<file path="config.mk">
export PLATFORM = sky130hd
export DESIGN_NAME = pin_edge_irq
export DESIGN_NICKNAME = d
export VERILOG_FILES = /design/src/rtl/pei_pkg.sv /design/src/rtl/pei_pin_merge.sv /design/src/rtl/pei_sync.sv /design/src/rtl/pei_edge_latch.sv /design/src/rtl/pin_edge_irq.sv
export SDC_FILE = /design/constraint.sdc
export NUM_CORES = 1
export LEC_CHECK = 0
export BUFFER_PORTS_ARGS = -buffer_cell sky130_fd_sc_hd__buf_4
export CAP_MARGIN = 0
export CORE_AREA = 2 2 39 41
export CTS_BUF_LIST = sky130_fd_sc_hd__clkbuf_2 sky130_fd_sc_hd__clkbuf_4 sky130_fd_sc_hd__clkbuf_8
export DETAILED_ROUTE_END_ITERATION = 7
export DIE_AREA = 0 0 41 43
export PLACE_DENSITY = 0.83
export REMOVE_ABC_BUFFERS = 1
export SLEW_MARGIN = 20
export SYNTH_ARGS = -nofsm -noshare
export SYNTH_HDL_FRONTEND = slang
export SYNTH_SLANG_ARGS = --single-unit
</file>
<file path="constraint.sdc">
create_clock -name clk -period 1.1 [get_ports clk]
set_input_delay 0.165 -clock clk [delete_from_list [all_inputs] [get_ports clk]]
set_output_delay 0.165 -clock clk [all_outputs]
set_load 0.005 [all_outputs]
</file>
<file path="src/rtl/pei_pkg.sv">
// Package: shared constants and types for the grouped pin interrupt.
// Assumes 16-bit vector addresses.
package pei_pkg;
    localparam int VEC_ADDR_W = 16;
    typedef logic [VEC_ADDR_W-1:0] vec_addr_t;
    localparam vec_addr_t VEC_HI_DEFAULT = 16'h1FF6;
    localparam vec_addr_t VEC_LO_DEFAULT = 16'h1FF7;
endpackage

</file>
<file path="src/rtl/pei_pin_merge.sv">
// Module: gates each pin by its enable and ORs the results into one level.
// Assumes the pin levels may be asynchronous; the output is purely combinational.
module pei_pin_merge #(
    parameter int NUM_PINS = 8
) (
    input  logic [NUM_PINS-1:0] pin_lvl,
    input  logic [NUM_PINS-1:0] pin_en,
    output logic                any_hit
);
    logic [NUM_PINS-1:0] gated;

    // Force disabled pins to 0 so they cannot produce an edge.
    for (genvar g = 0; g < NUM_PINS; g++) begin : g_gate
        assign gated[g] = pin_lvl[g] & pin_en[g];
    end

    // Wired-OR of all enabled pins.
    always_comb begin
        any_hit = |gated;
    end
endmodule

</file>
<file path="src/rtl/pei_sync.sv">
// Module: chain of flops that carries one asynchronous level into the clock domain.
// Assumes STAGES >= 2; resets to 0 synchronously.
module pei_sync #(
    parameter int STAGES = 2
) (
    input  logic clk,
    input  logic rst_n,
    input  logic d,
    output logic q
);
    localparam int LAST = STAGES - 1;
    logic [STAGES-1:0] chain;

    for (genvar s = 0; s < STAGES; s++) begin : g_stage
        if (s == 0) begin : g_first
            // First stage samples the raw level.
            always_ff @(posedge clk) begin
                if (!rst_n) chain[s] <= 1'b0;
                else        chain[s] <= d;
            end
        end else begin : g_next
            // Later stages let metastability settle.
            always_ff @(posedge clk) begin
                if (!rst_n) chain[s] <= 1'b0;
                else        chain[s] <= chain[s-1];
            end
        end
    end

    assign q = chain[LAST];
endmodule

</file>
<file path="src/rtl/pei_edge_latch.sv">
// Module: finds rising edges of the synchronised level and holds them until acknowledged.
// Assumes the input is already in the clock domain. An edge wins over an acknowledge.
module pei_edge_latch (
    input  logic clk,
    input  logic rst_n,
    input  logic sync_lvl,
    input  logic ack,
    output logic rise,
    output logic latch_q
);
    logic prev_lvl;

    // Remember the previous synchronised level for edge detection.
    always_ff @(posedge clk) begin
        if (!rst_n) prev_lvl <= 1'b0;
        else        prev_lvl <= sync_lvl;
    end

    // A rise is a low-to-high step between consecutive cycles.
    always_comb begin
        rise = sync_lvl & ~prev_lvl;
    end

    // Set on an edge, clear on acknowledge, otherwise hold.
    always_ff @(posedge clk) begin
        if (!rst_n)    latch_q <= 1'b0;
        else if (rise) latch_q <= 1'b1;
        else if (ack)  latch_q <= 1'b0;
    end
endmodule

</file>
<file path="src/rtl/pin_edge_irq.sv">
// Module: top of the grouped pin interrupt. Merges the enabled pins, synchronises
// the result, latches its rising edges and masks the request with the CPU global mask.
// Assumes ack is a one-cycle strobe from the CPU, synchronous to clk.
module pin_edge_irq
    import pei_pkg::*;
#(
    parameter int        NUM_PINS    = 8,
    parameter int        SYNC_STAGES = 2,
    parameter vec_addr_t VEC_HI      = VEC_HI_DEFAULT,
    parameter vec_addr_t VEC_LO      = VEC_LO_DEFAULT
) (
    input  logic                  clk,
    input  logic                  rst_n,
    input  logic [NUM_PINS-1:0]   pin_lvl,
    input  logic [NUM_PINS-1:0]   pin_en,
    input  logic                  gmask,
    input  logic                  ack,
    output logic                  irq_req,
    output logic                  latch_bit,
    output logic [VEC_ADDR_W-1:0] vec_hi,
    output logic [VEC_ADDR_W-1:0] vec_lo
);
    logic comb_hit;
    logic sync_hit;
    logic edge_rise;
    logic latched;

    pei_pin_merge #(.NUM_PINS(NUM_PINS)) merge_i (
        .pin_lvl (pin_lvl),
        .pin_en  (pin_en),
        .any_hit (comb_hit)
    );

    pei_sync #(.STAGES(SYNC_STAGES)) sync_i (
        .clk   (clk),
        .rst_n (rst_n),
        .d     (comb_hit),
        .q     (sync_hit)
    );

    pei_edge_latch latch_i (
        .clk      (clk),
        .rst_n    (rst_n),
        .sync_lvl (sync_hit),
        .ack      (ack),
        .rise     (edge_rise),
        .latch_q  (latched)
    );

    // Present the latched request only while the mask is clear.
    always_comb begin
        irq_req   = latched & ~gmask;
        latch_bit = latched;
    end

    assign vec_hi = VEC_HI;
    assign vec_lo = VEC_LO;
endmodule

</file>
* Yosys cells after proc, flatten, opt, wreduce, memory -nomap -nowiden
Index checks and enable logic that the tools add are counted.
** Word-level totals
- Input bits :: 20
- Register bits after elaboration :: 4
** Operators by class
- Reductions and logical operators :: 2
- Bitwise logic cells :: 12
- Mux-type cells :: 2
** Operators by type and width (count)
- $and 1x1->1 :: 10
- $reduce_or 8->1 :: 1
- $mux 1 :: 2
- $not 1->1 :: 2
- $reduce_bool 2->1 :: 1

* Logic depth before layout (Yosys ltp)
Gate-level depths: netlist (run 1).
- Depth in word-level cells :: 3
- Depth in mapped cells :: 2
- Gate-level depth less buffers :: 2

* Hierarchy
A second synthesis (run 1) with hierarchy kept.
** Second synthesis, totals
- Cells, all modules :: 50
- Area total of the unflattened synthesis :: 425.4 µm²
** By module, submodules not included
- pin_edge_irq :: cells each 35, instances 1, area an instance 261.5 µm², sequential area each 0.0 µm²
- pei_edge_latch :: cells each 6, instances 1, area an instance 75.1 µm², sequential area each 40.0 µm²
- pei_sync :: cells each 4, instances 1, area an instance 52.6 µm², sequential area each 40.0 µm²
- pei_pin_merge :: cells each 5, instances 1, area an instance 36.3 µm², sequential area each 0.0 µm²

* Worst setup path after synthesis (run 1)
No wires, ideal clock.
- Kind :: reg2out
- Start point :: register latch_i.latch_q
- End point :: output port irq_req
- Data arrival time :: 0.488 ns
- Cell stages (with the launch flop) :: 2
- Slack :: 0.447 ns
- Required time :: 0.935 ns
- Path through :: dfxtp_1 -> nor2b_1
** On the way
- Longest elaborated chain between the ends :: 1
** RTL lines
- from (decl) :: line pei_edge_latch.sv:9 : output logic latch_q
- from (signal assigned) :: line pei_edge_latch.sv:26 : if (!rst_n) latch_q <= 1'b0;
- from (signal assigned) :: line pei_edge_latch.sv:27 : else if (rise) latch_q <= 1'b1;
- from (signal assigned) :: line pei_edge_latch.sv:28 : else if (ack) latch_q <= 1'b0;
- $and 1x1->1 :: line pin_edge_irq.sv:52 : irq_req = latched & ~gmask;
- to (decl) :: line pin_edge_irq.sv:18 : output logic irq_req,
Every way passes these cells.

* Final worst setup path (run 1)
Ends and elaborated chain as after synthesis.

==> results of run 1 <==
==> worst max-delay path by stage <==
stage | end | slack (ns)
after global routing | irq_req | 0.03
after floorplan | irq_req | 0.45
after CTS | irq_req | 0.11
after detailed placement | irq_req | 0.36
after global placement | sync_i.chain[0] | 0.38
final | irq_req | 0.13
==> worst max-delay path, cell delays in order (launching register included) <==
cell     delay [ns]
dfxtp_1        0.33
nor2b_1        0.13
buf_4          0.11
==> stage by stage <==
stage	area [um^2]	setup WS [ns]
floorplan	279	0.447
global placement	457	0.379
detailed placement	457	0.358
CTS	479	0.106
global route	479	0.0278
finish	479	0.133
==> registers in the layout (all words and copies together), names as in the netlist <==
register	cells
latch_i.latch_q	1
latch_i.prev_lvl	1
sync_i.chain	1
sync_i.q	1
==> final cells by class <==
type                       count  area, um^2
multi-input combinational     43         195
tap                           16        20.0
clock buffer                   3        22.5
fill                         162         905
sequential                     4        80.1
timing repair buffer          21         158
inverter                       1        3.75
==> where the power goes <==
part	internal, W	leakage, nW	total [W]	switching [W]
logic	0.0000575	0.235	0.000102	0.0000446
registers	0.000155	0.0332	0.000158	0.00000301
clock network	0.000122	0.0138	0.000176	0.0000541
total	0.000334	0.282	0.000436	0.000102
==> kinds of logic (layout without fill, tap and decap cells) <==
family | after synthesis | in the layout
other cells | 2 | 32
simple gates | 5 | 5
buf+inv | 33 | 25
flops | 4 | 4
compound gates | 6 | 6
==> routing by layer <==
| metal | vias up | wire length, um | GRT usage [%] | share of wire [%] |
|---|---|---|---|---|
| met4 | 0 | 0 | 6.00 | 0 |
| met3 | 0 | 130 | 6.28 | 20 |
| met2 | 36 | 316 | 13.1 | 50 |
| li1 | 140 | - | - | - |
| met5 | - | 0 | 0 | 0 |
| met1 | 122 | 190 | 7.40 | 30 |
==> layout by cell type (no fill, tap or decap) <==
cell type / instances
conb_1: 32
buf_4: 21
a22oi_1: 4
dfxtp_1: 4
clkbuf_4: 3
and2_1: 2
nand2b_1: 2
inv_1: 1
a21oi_1: 1
a41oi_1: 1
nor2b_1: 1
==> run metrics, run 1 <==
fraction of the mapped netlist area in adder cells 0%; Non-Filler Instances 88; # hold bufs at CTS 0; fraction of registers with async set/reset 0%; cts repair resizes 0; total wire length after detailed routing 636 um; initial standard-cell utilization of the core ~29%; number of enable-type register cells in the synthesized netlist 0; critical path capture point type output pin; vias in the first global route 272; Cells after DPL 85; number of antenna violations at the first check in global routing 0; Critical Setup Path Class register to output pin; GRT Residual Overflow 0; Overall Power 0.000436 W; Min-Delay Path Depth 2; count leader, synth buf_4; DR vias/cell 3.39; setup repair after global routing missed its margin no; Antenna Cells 0; leakage between 0.2 and 0.3 nW; post-synthesis share of cell area spent on and, or, nand and nor gates between 7 and 8%; synth warn 0; worst path required time 0.94 ns; combined global-route utilization of all metal layers 8.63%; buffer count from post-CTS setup fixing 0; leading area contributor after synthesis buf_4; fraction of the cycle the final worst path needs 87.9%; syn avg cell area 8.13 um^2; kind of start point of the critical path register; highest fanout seen on the critical path 3; complex-gate fraction of the synthesized area 10.8%; TritonCTS clock tree yes; nets@finish 94; Pre-Repair DR Iteration Count 4; Min Hold Slack 0.154 ns; cells taking the most area after synthesis buf_4, dfxtp_1, a22oi_1; worst min-delay path endpoint sync_i.q; Detail Route Antenna Nets 0; leading cell types by count after synthesis buf_4, a22oi_1, dfxtp_1; Synth Flop Type dfxtp_1; placed wire-length estimate after detailed placement between 500 and 600 um; Arr. time, crit path 0.80 ns; area share of the largest cell type after synthesis 59.1%; max-cap viol count 0; pin count of the biggest net entering global routing 4; # rows 14; Syn Inst Count 50; Setup TNS Final 0 ns; PwrDens 909 nW/um^2; number of failing hold endpoints at the final stage 0; DIE HEIGHT 43 um; synth-to-layout area growth 17.8%; die extent in x 41 um; fraction of synthesized cell area in xor and xnor cells 0%; final number of max-transition violations 0; Max IR drop VDD approximately 0.36 mV; startpoint of the worst register-to-register path latch_i.prev_lvl; clock tree buffer depth 2; utilization after layout 34.6%; r2r worst-path depth 2; IO Port Bufs 21; Reg2Reg Setup Slack ~0.5 ns; final critical delay including setup and external delays 0.967 ns; clock root buffer master clkbuf_4; multiplexer share of the synthesized area 0%; Synth Cell Area 407 um^2; skew final 0.00327 ns; dominant combinational cell family by area after synthesis buffers and inverters; GP Congestion between 0.6 and 0.7; DRC violation count after routing 0; type of the most critical hold path primary input to register; hold path startpoint rst_n; Die Footprint 1760 um^2; Crit. Startpoint latch_i.latch_q; vias after detailed routing 298; sequential share of the synthesized area about a fifth; result of the run finished clean; Inserted Clock Buffers 3; post-DR wirelength/cell 7.23 um; upper clock frequency limit 1030 MHz; number of levels in the clock H-tree 1; final setup violation count 0; clock latency on the worst-skew pair 0.23 ns; number of distinct library cell variants in the gate-level netlist after synthesis 10; CTS sink cnt 4; DRT iter0 DRCs 3; CTS clock-pin slew for the worst setup and hold paths about 0.04 ns; Reg-to-Reg End latch_i.latch_q; core region area 1380 um^2; wire length of the first global-routing pass 938 um; top-level I/O count 54; fraction of layout cells with a size suffix above 1 33.3%; Synth Register Bits 4
Power figures use the tool's default switching activity.
==> inputs of run 2 (changes only) <==
- CORE_AREA: 2 2 39 41 -> 3 3 40 42
- CTS_CLUSTER_SIZE: default -> 14
- DIE_AREA: 0 0 41 43 -> 0 0 43 45
- clock period: 1.1 -> 1.2 ns (I/O delays scaled with it)
==> run metrics, run 2 (synthesized netlist as in run 1, its figures left out) <==
register share of total power 36.3% (was 36.2%); GP Congestion 0.685 (was 0.666); setup slack at placement 0.446 ns (was 0.358 ns); upper clock frequency limit 1010 MHz; number of levels in the clock H-tree 1 (unchanged); # rows 13 (was 14); Worst Setup Slack, final 0.215 ns (was 0.133 ns); top-level I/O count 54 (unchanged); number of fillers in the final layout 146 (was 162); Post-Route M1 WL 154 um (was 190 um); pin count of the biggest net entering global routing 4 (unchanged); fraction of layout cells with a size suffix above 1 33.3% (unchanged); buffer count from post-CTS setup fixing 0 (unchanged); fraction of the cycle the final worst path needs 82.1%; vias in the first global route 270 (was 272); DR vias/cell 3.55 (was 3.39); IO Port Bufs 21 (unchanged); DIE HEIGHT 45 um (was 43 um); Comb pwr share 23.5% (about the same); Met3 Routed Length 206 um (was 130 um); final setup violation count 0 (unchanged); PwrDens 833 nW/um^2 (was 909 nW/um^2); number of failing hold endpoints at the final stage 0 (unchanged); wire length of the first global-routing pass 959 um (was 938 um); Setup TNS Final 0 ns (unchanged); type of the most critical hold path primary input to register (unchanged); result of the run finished clean (unchanged); Antenna Cells 0 (unchanged); setup repair after global routing missed its margin no (unchanged); TritonCTS clock tree yes (unchanged); combined global-route utilization of all metal layers 7.42% (was 8.63%); Pre-Repair DR Iteration Count 4 (unchanged); Critical Setup Path Class register to output pin (unchanged); wire length on met2 295 um (was 316 um); Arr. time, crit path 0.81 ns (was 0.80 ns); Detail Route Antenna Nets 0 (unchanged); max-cap viol count 0 (unchanged); nets@finish 94 (unchanged); CTS sink cnt 4 (unchanged); worst path required time 1.02 ns (was 0.94 ns); critical path capture point type output pin (unchanged); DRT iter0 DRCs 4 (was 3); clock latency on the worst-skew pair 0.23 ns (about the same); CTS clock-pin slew for the worst setup and hold paths 0.04 ns (about the same); final instance area 478 um^2 (was 479 um^2); DRC violation count after routing 0 (unchanged); highest fanout seen on the critical path 3 (unchanged); clock tree buffer depth 2 (unchanged); power share of the clock group 40.2% (was 40.3%); post-DR wirelength/cell 7.68 um (was 7.23 um); Die Footprint 1940 um^2 (was 1760 um^2); synth-to-layout area growth 17.5% (was 17.8%); final critical delay including setup and external delays 0.985 ns; clock root buffer master clkbuf_4 (unchanged); GRT Residual Overflow 0 (unchanged); initial standard-cell utilization of the core 31.6% (was 29.4%); Max IR drop VDD 0.599 mV (was 0.355 mV); vias after detailed routing 309 (was 298); final number of max-transition violations 0 (unchanged); die extent in x 43 um (was 41 um); area post-placement 455 um^2 (was 457 um^2); placed wire-length estimate after detailed placement 632 um (was 589 um); uppermost layer routed met4 (was met3); leakage 0.282 nW (unchanged); switching power share of the total 23.1% (was 23.4%); # hold bufs at CTS 0 (unchanged); Inserted Clock Buffers 3 (unchanged); number of antenna violations at the first check in global routing 0 (unchanged); commonest non-fill, non-tap cell in the layout conb_1 (unchanged); P_sw 0.0000921 W (was 0.000102 W); internal power of the cells 0.000306 W (was 0.000334 W); most frequent cells in the layout conb_1, buf_4, a22oi_1, dfxtp_1, clkbuf_4 (unchanged); cts repair resizes 0 (unchanged); skew final 0.000106 ns (was 0.00327 ns); core region area 1280 um^2 (was 1380 um^2); total wire length after detailed routing 668 um (was 636 um); kind of start point of the critical path register (unchanged)
## run 2: critical path: stages, from the launching register on
cell and delay (ns):
dfxtp_1 0.33, nor2b_1 0.13, buf_4 0.11
## run 2: per-stage QoR
step           power (W)  hold slack [ns]  utilization, %  instances
6_report        0.000398            0.170            37.2         87
5_1_grt         0.000437            0.171            37.2         87
4_1_cts         0.000407            0.163            37.2         87
3_5_place_dp    0.000239            0.408            35.4         84
3_3_place_gp    0.000237            0.399            35.4         84
2_1_floorplan   0.000184            0.302               -         48
## run 2: power groups by stage
stage          sequential (W)  combinational [W]  clock, W
2_1_floorplan        0.000146          0.0000374         0
3_3_place_gp         0.000146          0.0000904         0
3_5_place_dp         0.000147          0.0000919         0
4_1_cts              0.000145          0.0000922  0.000170
5_1_grt              0.000146           0.000106  0.000185
6_report             0.000144          0.0000937  0.000160
## run 2: final timing paths
check | end | slack, ns | startpoint | depth (start not counted)
worst max-delay path | irq_req | 0.21 | latch_i.latch_q | 2
worst min-delay path | sync_i.q | 0.17 | rst_n | 2
worst max register to register | latch_i.latch_q | 0.59 | latch_i.prev_lvl | 2
worst min register to register | sync_i.q | 0.42 | sync_i.chain[0] | 1
## run 2: layout make-up
type	instances	area [um^2]	share of cell area [%]
tap	15	18.8	3.93
inverter	1	3.75	0.785
timing repair buffer	21	158	33.0
multi-input combinational	43	195	40.8
clock buffer	3	22.5	4.71
sequential	4	80.1	16.8
## run 2: metal layers
layer	vias up	track usage, %
li1	140	-
met1	125	5.56
met2	42	12.0
met3	2	6.77
met4	0	5.42
met5	-	0
